===== src/rtl/cfgrf_pkg.sv =====
package cfgrf_pkg;
  typedef enum logic [1:0] {
    ST_SKIP = 2'd0,
    ST_ADDR = 2'd1,
    ST_DATA = 2'd2,
    ST_READ = 2'd3
  } dec_state_e;

  localparam int unsigned BYTE_W = 8;
endpackage


===== src/rtl/cfgrf_cmd_decoder.sv =====
module cfgrf_cmd_decoder
  import cfgrf_pkg::*;
#(
  parameter int unsigned AW       = 4,
  parameter bit          SKIP_HDR = 1'b0
) (
  input  logic              clk,
  input  logic              rst_n,
  input  logic              rx_valid,
  output logic              rx_ready,
  input  logic [BYTE_W-1:0] rx_data,
  output logic              req,
  input  logic              gnt,
  output logic              wr,
  output logic [AW-1:0]     addr,
  output logic [BYTE_W-1:0] wdata,
  input  logic [BYTE_W-1:0] rd_data,
  output logic              tx_valid,
  output logic [BYTE_W-1:0] tx_data
);
  localparam dec_state_e IDLE_ST = SKIP_HDR ? ST_SKIP : ST_ADDR;

  dec_state_e      state;
  logic [AW-1:0]   addr_q;

  always_comb begin
    req      = ((state == ST_DATA) && rx_valid) || (state == ST_READ);
    rx_ready = (state == ST_SKIP) || (state == ST_ADDR) ||
               ((state == ST_DATA) && gnt);
    wr       = (state == ST_DATA) && rx_valid && gnt;
    addr     = addr_q;
    wdata    = rx_data;
  end

  always_ff @(posedge clk) begin
    if (!rst_n) begin
      state    <= IDLE_ST;
      addr_q   <= '0;
      tx_valid <= 1'b0;
      tx_data  <= '0;
    end else begin
      tx_valid <= 1'b0;
      unique case (state)
        ST_SKIP: if (rx_valid) state <= ST_ADDR;
        ST_ADDR: if (rx_valid) begin
          addr_q <= rx_data[AW-1:0];
          state  <= rx_data[BYTE_W-1] ? ST_READ : ST_DATA;
        end
        ST_DATA: if (rx_valid && gnt) state <= IDLE_ST;
        ST_READ: if (gnt) begin
          tx_data  <= rd_data;
          tx_valid <= 1'b1;
          state    <= IDLE_ST;
        end
        default: state <= IDLE_ST;
      endcase
    end
  end
endmodule


===== src/rtl/cfgrf_prio_arb.sv =====
module cfgrf_prio_arb #(
  parameter int unsigned N = 3
) (
  input  logic [N-1:0] req,
  output logic [N-1:0] gnt
);
  always_comb begin
    gnt = '0;
    for (int i = N - 1; i >= 0; i--) begin
      if (req[i]) begin
        gnt    = '0;
        gnt[i] = 1'b1;
      end
    end
  end
endmodule


===== src/rtl/cfgrf_store.sv =====
module cfgrf_store
  import cfgrf_pkg::*;
#(
  parameter int unsigned AW    = 4,
  parameter int unsigned NCFG  = 8,
  parameter int unsigned CFG_W = 3,
  parameter logic [(2**AW)*BYTE_W-1:0] RST_VAL = '0
) (
  input  logic                  clk,
  input  logic                  rst_n,
  input  logic                  we,
  input  logic [AW-1:0]         addr,
  input  logic [BYTE_W-1:0]     wdata,
  output logic [BYTE_W-1:0]     rdata,
  output logic [NCFG*CFG_W-1:0] cfg_o
);
  localparam int unsigned NREG = 2 ** AW;

  logic [BYTE_W-1:0] mem [NREG];

  always_ff @(posedge clk) begin
    if (!rst_n) begin
      for (int i = 0; i < NREG; i++) mem[i] <= RST_VAL[i*BYTE_W +: BYTE_W];
    end else if (we) begin
      mem[addr] <= wdata;
    end
  end

  assign rdata = mem[addr];

  for (genvar g = 0; g < NCFG; g++) begin : g_cfg
    assign cfg_o[g*CFG_W +: CFG_W] = mem[g][CFG_W-1:0];
  end
endmodule


===== src/rtl/cfgrf_top.sv =====
module cfgrf_top
  import cfgrf_pkg::*;
#(
  parameter int unsigned NP        = 3,
  parameter int unsigned SKIP_MASK = 1,
  parameter int unsigned AW        = 4,
  parameter int unsigned NCFG      = 8,
  parameter int unsigned CFG_W     = 3,
  parameter logic [(2**AW)*8-1:0] RST_VAL =
    128'hAFAEADACABAAA9A8A7A6A5A4A3A2A1A0
) (
  input  logic                  clk,
  input  logic                  rst_n,
  input  logic [NP-1:0]         rx_valid,
  output logic [NP-1:0]         rx_ready,
  input  logic [NP*8-1:0]       rx_data,
  output logic [NP-1:0]         tx_valid,
  output logic [NP*8-1:0]       tx_data,
  output logic [NCFG*CFG_W-1:0] cfg_o
);
  logic [NP-1:0]     req;
  logic [NP-1:0]     gnt;
  logic [NP-1:0]     wr;
  logic [AW-1:0]     addr_v  [NP];
  logic [BYTE_W-1:0] wdata_v [NP];
  logic [AW-1:0]     sel_addr;
  logic [BYTE_W-1:0] sel_wdata;
  logic [BYTE_W-1:0] rd_data;
  logic              wr_any;

  for (genvar p = 0; p < NP; p++) begin : g_port
    cfgrf_cmd_decoder #(
      .AW       (AW),
      .SKIP_HDR (((SKIP_MASK >> p) & 1) != 0)
    ) u_dec (
      .clk      (clk),
      .rst_n    (rst_n),
      .rx_valid (rx_valid[p]),
      .rx_ready (rx_ready[p]),
      .rx_data  (rx_data[p*8 +: 8]),
      .req      (req[p]),
      .gnt      (gnt[p]),
      .wr       (wr[p]),
      .addr     (addr_v[p]),
      .wdata    (wdata_v[p]),
      .rd_data  (rd_data),
      .tx_valid (tx_valid[p]),
      .tx_data  (tx_data[p*8 +: 8])
    );
  end

  cfgrf_prio_arb #(.N(NP)) u_arb (
    .req (req),
    .gnt (gnt)
  );

  always_comb begin
    sel_addr  = '0;
    sel_wdata = '0;
    for (int i = 0; i < NP; i++) begin
      if (gnt[i]) begin
        sel_addr  = addr_v[i];
        sel_wdata = wdata_v[i];
      end
    end
    wr_any = |(wr & gnt);
  end

  cfgrf_store #(
    .AW      (AW),
    .NCFG    (NCFG),
    .CFG_W   (CFG_W),
    .RST_VAL (RST_VAL)
  ) u_store (
    .clk   (clk),
    .rst_n (rst_n),
    .we    (wr_any),
    .addr  (sel_addr),
    .wdata (sel_wdata),
    .rdata (rd_data),
    .cfg_o (cfg_o)
  );
endmodule


===== config.mk =====
export PLATFORM = sky130hd
export DESIGN_NAME = cfgrf_top
export DESIGN_NICKNAME = d
export VERILOG_FILES = /design/src/rtl/cfgrf_pkg.sv /design/src/rtl/cfgrf_cmd_decoder.sv /design/src/rtl/cfgrf_prio_arb.sv /design/src/rtl/cfgrf_store.sv /design/src/rtl/cfgrf_top.sv
export SDC_FILE = /design/constraint.sdc
export NUM_CORES = 1
export LEC_CHECK = 0
export ABC_AREA = 1
export CAP_MARGIN = 10
export CORE_MARGIN = 1
export CORE_UTILIZATION = 60
export CTS_CLUSTER_SIZE = 24
export DETAILED_ROUTE_END_ITERATION = 12
export PLACE_DENSITY = 0.83
export SLEW_MARGIN = 30
export SYNTH_ARGS = -nofsm -noshare
export SYNTH_HDL_FRONTEND = slang
export SYNTH_SLANG_ARGS = --single-unit

===== constraint.sdc =====
create_clock -name clk -period 3.73 [get_ports clk]
set_clock_uncertainty 0.15 [all_clocks]
set_input_delay 0.746 -clock clk [delete_from_list [all_inputs] [get_ports clk]]
set_output_delay 0.746 -clock clk [all_outputs]
set_load 0.01 [all_outputs]

==> out/qor.yml, run 1 <==
yosysTopAreaCellShare_pct: 46.0
die_w_um: 120
clock-sinks: 173
cp-start-kind: "primary input"
leakage_uw: 0.00395
cpLargestDelayFamily: "buffers and inverters"
gp_congestion: 0.908
cts_setup_buffers: 0
core_um2: 13400
syn_inst: 983
post_cts.resized_instances: 0
synth_fp_nets: 1012
nets: 1063
setup_viol: 0
synth_area_um2: 8360
rsz0062_at_grt: "false"
dpl.hpwl_um: 14500
htreeDepth: 4
grt_max_degree: 57
cp_cell_sequence: "clkdlybuf4s50_1 > nand2_1 > nand2_2 > nor2_4 > nand3_1 > nand2_1 > clkdlybuf4s50_1"
drive_above_1_share_pct: 10.9
slew_viol_final: 0
status: "finished, final reports clean"
root_buffer: "clkbuf_16"
routedWlPerCell_um: 17.7
critPathKind: "in -> out"
fin_util_pct: 72.5
initial_core_util_pct: 62.4
insertion_delay_ns: 0.44
placed_area_um2: 9150
grt_pass1_vias: 6564
tightest_slew_ns: 0.580
antenna_cells: 0
routed-via-count: 7029
tns_ns: 0
drt_wl_total_um: 21700
fin_area_um2: 9710
fillers: 970
path_buf_inv: 2
synth.avg_cell_area_um2: 8.50
worstPathArrival_ns: 2.47
antenna_found_initial: 0
die-area_um2: 14400
grt_overflow_total: 0
area_growth_pct: 16.2
critPathMaxFanout: 7
worstSetupEndpointType: "output port"
fin_crit_sh_pct: 90.3
cpPeakStageDelay_ns: 0.54
antenna_left: 0
yosysUniqueCellTypes: 27
mostFrequentLayoutCell: "nand2_1"
synth_warnings: 0
clock.fmax_mhz: 297
multiInputGateArea_um2: 2930
hold_class: "reg -> reg"
drtIter0Drc: 1062
synth_area_leader_cell: "edfxtp_1"
finalHoldViolations: 0
final_cell_mix: "380 x nand2_1, 128 x edfxtp_1, 100 x nor2_1, 81 x clkdlybuf4s50_1, 69 x nand3_1"
grt_pass1_wl_um: 34600
viasPerCell: 5.75
dieHeight_um: 120
max_slew_margin_pct: 61.4
cts_tree: "built"
clockBufferDepth: 2
synth_seq_cells: 173
yosysSeqAreaShare_pct: 56.8
io_pins: 83
power-per-cell-area_nw_per_um2: 499
portBuffers: 82
clk_pin_slew_worst_paths_ns: 0.07
synthTopCellsByArea: "edfxtp_1 46%, nand2_1 17%, dfxtp_1 11%"
ctsHoldBuffers: 0
finalCriticalPeriod_ns: 3.37
regArea_um2: 4740
num_rows: 42
vdd_drop_max_v: 0.000436
drc: 0
cts_buffers: 17
track_usage_pct: 31.9
detail_route.first_pass.iterations: 6
maxCapViolCount: 0
cp.required_ns: 2.83
crit_path_top_delay_cell: "clkdlybuf4s50_1"
-- worst min-delay path, cell delays in order, from the launching register on --
cell and delay, ns:
dfxtp_1 0.30, inv_1 0.06, a21oi_1 0.06
-- state kept, by name, summed over array words and instances (netlist names) --
name,cells
g_port.u_dec.tx_data,24
u_store.mem,128
g_port.u_dec.tx_valid,3
g_port.u_dec.addr,12
g_port.u_dec.state,6
-- path summary, 6_finish.rpt --
| path | start | endpoint | slack [ns] | cells after the start |
|---|---|---|---|---|
| max | rx_valid[0] | rx_ready[2] | 0.36 | 7 |
| min reg2reg | g_port[0].u_dec.addr[2]$_SDFFE_PN0P_ | g_port[0].u_dec.addr[2]$_SDFFE_PN0P_ | 0.32 | 2 |
| min | g_port[0].u_dec.addr[2]$_SDFFE_PN0P_ | g_port[0].u_dec.addr[2]$_SDFFE_PN0P_ | 0.32 | 2 |
| max reg2reg | g_port[0].u_dec.state[1]$_SDFFE_PN0P_ | u_store.mem[10][5]$_SDFFCE_PN1P_ | 0.96 | 13 |
-- power by group --
| part | switching (uW) | internal [uW] | total (uW) |
|---|---|---|---|
| clock | 822 | 889 | 1710 |
| combinational | 660 | 307 | 967 |
| sequential | 35.9 | 2130 | 2160 |
-- kinds of logic after synthesis --
logic type	after synthesis	synth area share, %
buf+inv	136	8.32
flops	173	56.8
compound gates	97	7.08
simple gates	577	27.8
-- per-stage QoR --
| stage | total power, uW | setup WS (ns) | cells | hold WS, ns |
|---|---|---|---|---|
| after detailed placement | 3150 | 0.197 | 1191 | 0.303 |
| after global routing | 5020 | 0.267 | 1223 | 0.358 |
| after floorplan | 2810 | 1.07 | 983 | 0.280 |
| after global placement | 3130 | 0.294 | 1191 | 0.303 |
| after CTS | 4830 | 0.372 | 1223 | 0.317 |
| final | 4840 | 0.361 | 1223 | 0.317 |
-- Yosys cell counts, drive strengths merged --
cell,count
a21oi,39
a221oi,8
a22oi,2
buf,61
clkbuf,20
dfxtp,45
edfxtp,128
inv,55
nand2,389
nand3,70
nor2,115
nor3,2
nor4,1
o21a,1
o21ai,45
o22ai,2
-- cell type report --
cell class	instances	area share (%)
Timing Repair Buffer	113	10.8
Tap cell	176	2.27
Multi-Input combinational cell	674	30.1
Inverter	55	2.13
Sequential cell	173	48.9
Clock inverter	15	1.46
Clock buffer	17	4.38
-- layer usage --
| layer | wire length [um] | GRT usage [%] | up-vias |
|---|---|---|---|
| met4 | 452 | 10.6 | 0 |
| met5 | 0 | 0 | - |
| met3 | 2100 | 6.75 | 43 |
| li1 | - | - | 3273 |
| met1 | 8590 | 43.8 | 3285 |
| met2 | 10500 | 50.6 | 428 |
Power figures use the tool's default switching activity.
==> run 2, diff against run 1 <==
Settings changed: CORE_UTILIZATION 60 to 55, PLACE_DENSITY 0.83 to 0.77, SKIP_LAST_GASP from default to 1.
==> out/qor.yml, run 2 (synthesis gave the netlist of run 1 again) <==
pwr-share-comb_pct: 19.7  # -0.3 points
grt_pass1_vias: 6309  # -3.9%
whs_path_depth: 2  # unchanged
critPathMaxFanout: 5  # -2
clock-sinks: 173  # unchanged
cp.required_ns: 2.83  # about the same
worst_slack_ns: 0.438  # +0.0768 ns
mostFrequentLayoutCell: "nand2_1"
clock.fmax_mhz: 304  # +2.3%
drt_wl_total_um: 20600  # -4.8%
post_cts.resized_instances: 0  # unchanged
io_pins: 83  # unchanged
core_um2: 14700  # +9.7%
cts_tree: "built"
dieHeight_um: 125  # +4.4%
leakage_uw: 0.00395  # about the same
root_buffer: "clkbuf_16"
setup_viol: 0  # unchanged
vdd_drop_max_v: 0.000314  # -28%
clk_pin_slew_worst_paths_ns: 0.07  # about the same
worstSetupEndpointType: "output port"
p_sw_uw: 1420  # -6.3%
fin_area_um2: 9730  # +0.17%
initial_core_util_pct: 56.9  # -5.5 points
tightest_slew_ns: 0.570  # -0.0100 ns
dp_slack_ns: 0.122  # -0.0757 ns
gp_congestion: 0.910  # +0.22%
htreeDepth: 4  # unchanged
num_rows: 44  # +4.8%
viasPerCell: 5.50  # -4.4%
dpl.hpwl_um: 13900  # -3.9%
antenna_found_initial: 0  # unchanged
worstPathArrival_ns: 2.40  # -0.07 ns
antenna_left: 0  # unchanged
detail_route.first_pass.iterations: 9  # +3
hold_class: "reg -> reg"
regMostFlops: "u_store.mem"
slew_viol_final: 0  # unchanged
routedWlPerCell_um: 16.8  # -5.3%
fillers: 1183  # +22%
grt_max_degree: 65  # +14%
drtIter0Drc: 748  # -30%
drive_above_1_share_pct: 10.7  # -0.17 points
rsz0062_at_grt: "false"
fin_util_pct: 66.2  # -6.3 points
violations: "DRC"
insertion_delay_ns: 0.43  # about the same
clockBufferDepth: 2  # unchanged
critPathKind: "in -> out"
reg2reg_slack_ns: 0.89  # -0.07 ns
track_usage_pct: 27.5  # -4.5 points
tns_ns: 0  # unchanged
max_slew_margin_pct: 62.0  # +0.63 points
power-per-cell-area_nw_per_um2: 492  # -1.3%
cp-startpoint: "rx_valid[0]"
finalCriticalPeriod_ns: 3.29  # -0.0768 ns
ctsHoldBuffers: 0  # unchanged
p_int_uw: 3370  # +1.3%
portBuffers: 82  # unchanged
cp-start-kind: "primary input"
r2r-start: "g_port[1].u_dec.state[0]$_SDFFE_PN1P_"
worstRegToRegCells: 13  # unchanged
cts_buffers: 17  # unchanged
pwr-share-clk_pct: 35.0  # -0.3 points
die_w_um: 125  # +4.4%
routed-via-count: 6756  # -3.9%
final_cell_mix: "380 x nand2_1, 128 x edfxtp_1, 99 x nor2_1, 81 x clkdlybuf4s50_1, 69 x nand3_1"
nets: 1061  # -0.19%
largest_reg_flops: 128  # unchanged
die-area_um2: 15700  # +8.9%
crit_end: "rx_ready[2]"
grt_overflow_total: 0  # unchanged
fin_crit_sh_pct: 88.3  # -2.1 points
finalHoldViolations: 0  # unchanged
drc: 2  # +2
maxCapViolCount: 0  # unchanged
placed_area_um2: 9170  # +0.22%
swShare_pct: 29.7  # -1.6 points
cts_setup_buffers: 0  # unchanged
regToRegEndpoint: "u_store.mem[14][3]$_SDFFCE_PN1P_"
seqPwrFrac_pct: 45.2  # +0.5 points
area_growth_pct: 16.4
antenna_cells: 0  # unchanged
status: "finished with violations"
grt_pass1_wl_um: 32700  # -5.6%
-- run 2: changes by cell type in the layout (fill, tap and decap cells not counted), sizes merged --
cell and change:
buf -2, clkbuf +4, inv -4
-- run 2: critical path: stages --
cell and delay [ns]:
clkdlybuf4s50_1 0.48, nand2_1 0.12, nand2_2 0.11, nor2_4 0.19, nand3_1 0.13, nand2_1 0.09, clkdlybuf4s50_1 0.53
-- run 2: cell type report --
type | count | area, um2 | area share [%]
multi-input combinational | 674 | 2930 | 30.1
sequential | 173 | 4740 | 48.8
clock buffer | 21 | 482 | 4.95
clock inverter | 11 | 78.8 | 0.810
inverter | 55 | 206 | 2.12
tap | 184 | 230 | 2.37
timing repair buffer | 111 | 1060 | 10.9
-- run 2: worst min-delay path by stage --
stage	slack, ns	start	endpoint
finish	0.32	g_port[0].u_dec.addr[2]$_SDFFE_PN0P_	g_port[0].u_dec.addr[2]$_SDFFE_PN0P_
global route	0.35	g_port[0].u_dec.addr[2]$_SDFFE_PN0P_	g_port[0].u_dec.addr[2]$_SDFFE_PN0P_
CTS	0.32	g_port[0].u_dec.addr[2]$_SDFFE_PN0P_	g_port[0].u_dec.addr[2]$_SDFFE_PN0P_
detailed placement	0.31	g_port[0].u_dec.addr[2]$_SDFFE_PN0P_	g_port[0].u_dec.addr[2]$_SDFFE_PN0P_
global placement	0.29	g_port[0].u_dec.addr[1]$_SDFFE_PN0P_	g_port[0].u_dec.addr[1]$_SDFFE_PN0P_
floorplan	0.28	g_port[0].u_dec.addr[1]$_SDFFE_PN0P_	g_port[0].u_dec.addr[1]$_SDFFE_PN0P_
-- run 2: power groups by stage --
stage	Sequential [uW]	Combinational [uW]	Clock, uW
final	2170	945	1680
after global routing	2170	1040	1760
after CTS	2170	936	1680
after detailed placement	2210	930	0
after global placement	2200	925	0
after floorplan	2210	601	0
-- run 2: stage by stage --
step                hold WS, ns  instances  power, uW
floorplan                 0.280        983       2810
global placement          0.295       1197       3130
detailed placement        0.306       1197       3140
CTS                       0.317       1229       4790
global route              0.352       1229       4970
finish                    0.321       1229       4790
-- run 2: metal layers --
metal | up-vias | wire length [um] | GRT usage (%)
met1 | 3102 | 8650 | 37.2
met4 | 0 | 546 | 11.6
li1 | 3266 | - | -
met5 | - | 0 | 0
met3 | 45 | 1790 | 5.13
met2 | 343 | 9620 | 43.5
